[src/rtl/stat_store.sv]
module stat_store #(
  parameter int CH_W   = 8,
  parameter int ST_W   = 2,
  parameter int FIELDS = 16
) (
  input  logic                              clk,
  input  logic                              rst_n,
  input  logic                              in_valid,
  input  logic [CH_W-1:0]                   in_chan,
  input  logic [ST_W-1:0]                   in_stat,
  input  logic [CH_W-$clog2(FIELDS)-1:0]    rd_addr,
  output logic [FIELDS*ST_W-1:0]            rd_word
);
  localparam int FLD_W  = $clog2(FIELDS);
  localparam int ADDR_W = CH_W - FLD_W;
  localparam int DEPTH  = 1 << ADDR_W;
  localparam int WORD_W = FIELDS * ST_W;

  logic [WORD_W-1:0] mem [DEPTH];
  logic [WORD_W-1:0] merged;

  wire [ADDR_W-1:0] wa = in_chan[CH_W-1:FLD_W];
  wire [FLD_W-1:0]  fi = in_chan[FLD_W-1:0];
  wire              hit = in_valid && (wa == rd_addr);

  always_comb begin
    merged = mem[wa];
    merged[fi*ST_W +: ST_W] = in_stat;
  end

  always_ff @(posedge clk) begin
    if (!rst_n) begin
      for (int i = 0; i < DEPTH; i++) mem[i] <= '0;
      rd_word <= '0;
    end else begin
      if (in_valid) mem[wa] <= merged;
      rd_word <= hit ? merged : mem[rd_addr];
    end
  end
endmodule


[config.mk]
export PLATFORM = sky130hd
export DESIGN_NAME = stat_store
export DESIGN_NICKNAME = d
export VERILOG_FILES = /design/src/rtl/stat_store.sv
export SDC_FILE = /design/constraint.sdc
export NUM_CORES = 1
export LEC_CHECK = 0
export BUFFER_PORTS_ARGS = -buffer_cell sky130_fd_sc_hd__clkbuf_2
export CORE_MARGIN = 3
export CORE_UTILIZATION = 47
export CTS_BUF_LIST = sky130_fd_sc_hd__clkbuf_8
export DETAILED_ROUTE_END_ITERATION = 10
export PLACE_DENSITY = 0.71
export SYNTH_ARGS = -nofsm -noshare
export SYNTH_HDL_FRONTEND = slang
export SYNTH_SLANG_ARGS = --single-unit
[constraint.sdc]
create_clock -name clk -period 3.3 [get_ports clk]
set_input_delay 0.165 -clock clk [delete_from_list [all_inputs] [get_ports clk]]
set_output_delay 0.165 -clock clk [all_outputs]
set_load 0.05 [all_outputs]
==> results_dict.tcl <==
set metrics [dict create \
    rsz0062_at_grt "no" \
    peakVddDrop_uv 271 \
    finalHoldViolCount 0 \
    netlist_area_mm2 0.0275 \
    finalHoldWorstSlack_ns 0.0863 \
    switching_share 0.267 \
    synth.top_cell.area_share 0.558 \
    synthArstFlopShare 0 \
    yosysMostFrequentCell "nor2_1" \
    ys_warn_count 0 \
    stdcell_count 2825 \
    grt_usage 0.295 \
    grt_max_degree 55 \
    clkTransAtPathRegs_ns 0.06 \
    power.switching_mw 4.31 \
    ys_seq_elements 544 \
    ys_seq_area_frac 0.582 \
    synthTopCellsByArea "edfxtp_1 56%, mux4_2 19%, nor2_1 7.1%, mux2_2 2.5%, dfxtp_1 2.3%" \
    cp.buffers_inverters 0 \
    max_stage_delay_ns 0.53 \
    p_comb_frac 0.135 \
    max_cap_viol_count 0 \
    drive_above_1_share 0.315 \
    clock_latency_ns 0.69 \
    overflow 0 \
    critical_path_required_ns 3.80 \
    sequentialPowerShare 0.497 \
    design_area_mm2 0.0310 \
    synthCells 1901 \
    cp-start-kind "flop" \
    critPathArrivalTime_ns 2.99 \
    wl_per_cell_um 31.5 \
    htreeDepth 3 \
    ys_types 42 \
    start_util 0.476 \
    place_area_mm2 0.0292 \
    p_per_area_mw_per_mm2 520 \
    cts_buffers 89 \
    area_growth_pct 12.4 \
    antenna_found_initial 2 \
    drt-pass1-iter-count 5 \
    drc 0 \
    critPathSlowestCell "mux4_1" \
    tightestPinTransition_ns 0.846 \
    die_height_um 248 \
    cts.path.max_buffers 3 \
    nFillCells 4661 \
    clock_sinks 544 \
    power_leakage_nw 11.1 \
    syn-num-nets 1920 \
    maxSlewViolCount 0 \
    placedCellCount 2655 \
    synthTopCellsByCount "522 x nor2_1, 512 x edfxtp_1, 228 x mux4_2, 101 x clkbuf_1, 60 x mux2_2" \
    slew_headroom 0.436 \
    crit_fanout 17 \
    cts-resized-gates 0 \
    area.sequential_mm2 0.0160 \
    gp_congestion 0.885 \
    fmax_mhz 402 \
    critPathTopFamily "multiplexers" \
    grt_pass1_wl_um 129000 \
    cp_cell_sequence "mux4_1 -> mux4_2 -> nand2_1 -> o21a_1 -> mux2i_1" \
    syn_area_per_cell_um2 14.5 \
    viasPerCell 6.64 \
    setup_tns_ns 0 \
    finalCritPeriodShare 0.755 \
    worstSetupEndpointType "flop" \
    cts_tree "built" \
    status "completed" \
    vias 18800 \
    root_buffer "clkbuf_8" \
    multi_input_area_mm2 0.0107 \
    io_buffers 48 \
    criticalPathCategory "reg2reg" \
    die_area_mm2 0.0615 \
    fin_skew_ns 0.0233 \
    fin_crit_ns 2.49 \
    rows 88 \
    power.share.clock 0.368 \
    nNetsFinal 2001 \
    dpl.hpwl_um 51600 \
    drtIter0Drc 2866 \
    synth_top_area_cell "edfxtp_1" \
    setup_violations 0 \
    io_pins 49 \
    intPower_mw 11.8 \
    coreArea_mm2 0.0578 \
    ant_nets 0 \
    wl_um 89000 \
    grt_pass1_vias 19000 \
    synth_edf_count 512 \
    min_path_type "in2reg" \
    die_x_um 248 \
    synthFlopType "edfxtp_1" \
]
## sequential cells by signal, summed over array words and instances, names as in the netlist
name     cells
rd_word     32
mem        512
## timing repair
item / in CTS / in global routing
endpoints found under the hold margin: 2 / 0
setup buffers: 0 / 0
hold buffers: 1 / 0
## per-stage QoR
stage / utilization / setup WS [ns] / total power [mW]
finish: 0.535 / 0.809 / 16.1
global route: 0.535 / 0.742 / 16.6
CTS: 0.535 / 0.842 / 16.1
detailed placement: 0.504 / 0.406 / 10.3
global placement: 0.504 / 0.498 / 10.2
floorplan: - / 0.569 / 9.56
## power by group through the flow
stage	registers (mW)	clock network, mW	logic (mW)
final	8.01	5.93	2.17
after CTS	8.00	6.00	2.14
after floorplan	8.20	0	1.36
after global placement	8.13	0	2.09
after global routing	8.03	6.32	2.26
after detailed placement	8.14	0	2.13
## routing by layer
layer	up-vias	wire length, um	track usage
met1	9288	30800	0.389
met5	-	20	0
met4	2	5740	0.169
li1	7490	-	-
met2	1609	39900	0.446
met3	362	12600	0.0760
## worst reg2reg max path, delay by kind of cell, from the launching register on
family	cells	cell delay [ns]
AND/OR/NAND/NOR	1	0.09
multiplexers	3	1.27
AO/OA/AOI/OAI	1	0.52
flip-flops	1	0.42
## layout by cell type, fill, tap and decap left out, types with 22 or more instances in the layout
| master | synthesis | routed |
|---|---|---|
| nor2b_1 | 34 | 34 |
| clkbuf_2 | 0 | 43 |
| a221oi_1 | 30 | 30 |
| mux2_2 | 60 | 60 |
| buf_12 | 2 | 22 |
| mux2i_1 | 55 | 55 |
| nor3_1 | 33 | 33 |
| nand2_2 | 0 | 28 |
| edfxtp_1 | 512 | 512 |
| o22ai_1 | 54 | 54 |
| inv_1 | 4 | 36 |
| mux4_2 | 228 | 228 |
| a21oi_1 | 22 | 22 |
| buf_4 | 27 | 103 |
| dfxtp_1 | 32 | 32 |
| clkbuf_8 | 0 | 98 |
| nor2_1 | 522 | 521 |
## final timing paths
kind              start     endpoint  slack (ns)  cells after the start
max          mem[8][18]  rd_word[18]        0.81                      5
min          rd_addr[2]   rd_word[0]        0.09                      4
min reg2reg  mem[15][2]   rd_word[2]        0.82                      3
max reg2reg  mem[8][18]  rd_word[18]        0.81                      5
## final cells by class
cell class                 count  share of cell area
antenna                        2            0.000162
timing repair buffer         173              0.0480
inverter                       4            0.000485
multi-input combinational   1170               0.346
tap                          765              0.0309
clock buffer                  97              0.0431
clock inverter                70              0.0144
sequential                   544               0.517
## logic make-up (layout without fill, tap and decap cells)
logic type	count (synthesis)	count (layout)	synth area share
mux	373	373	0.252
other cells	0	2	0
compound gates	122	122	0.0308
fa+ha+maj	2	2	0.000909
simple gates	668	668	0.0992
buf+inv	187	344	0.0335
xor+xnor	5	5	0.00159
flops	544	544	0.582
Note: power is estimated with default switching activity, not from simulation.
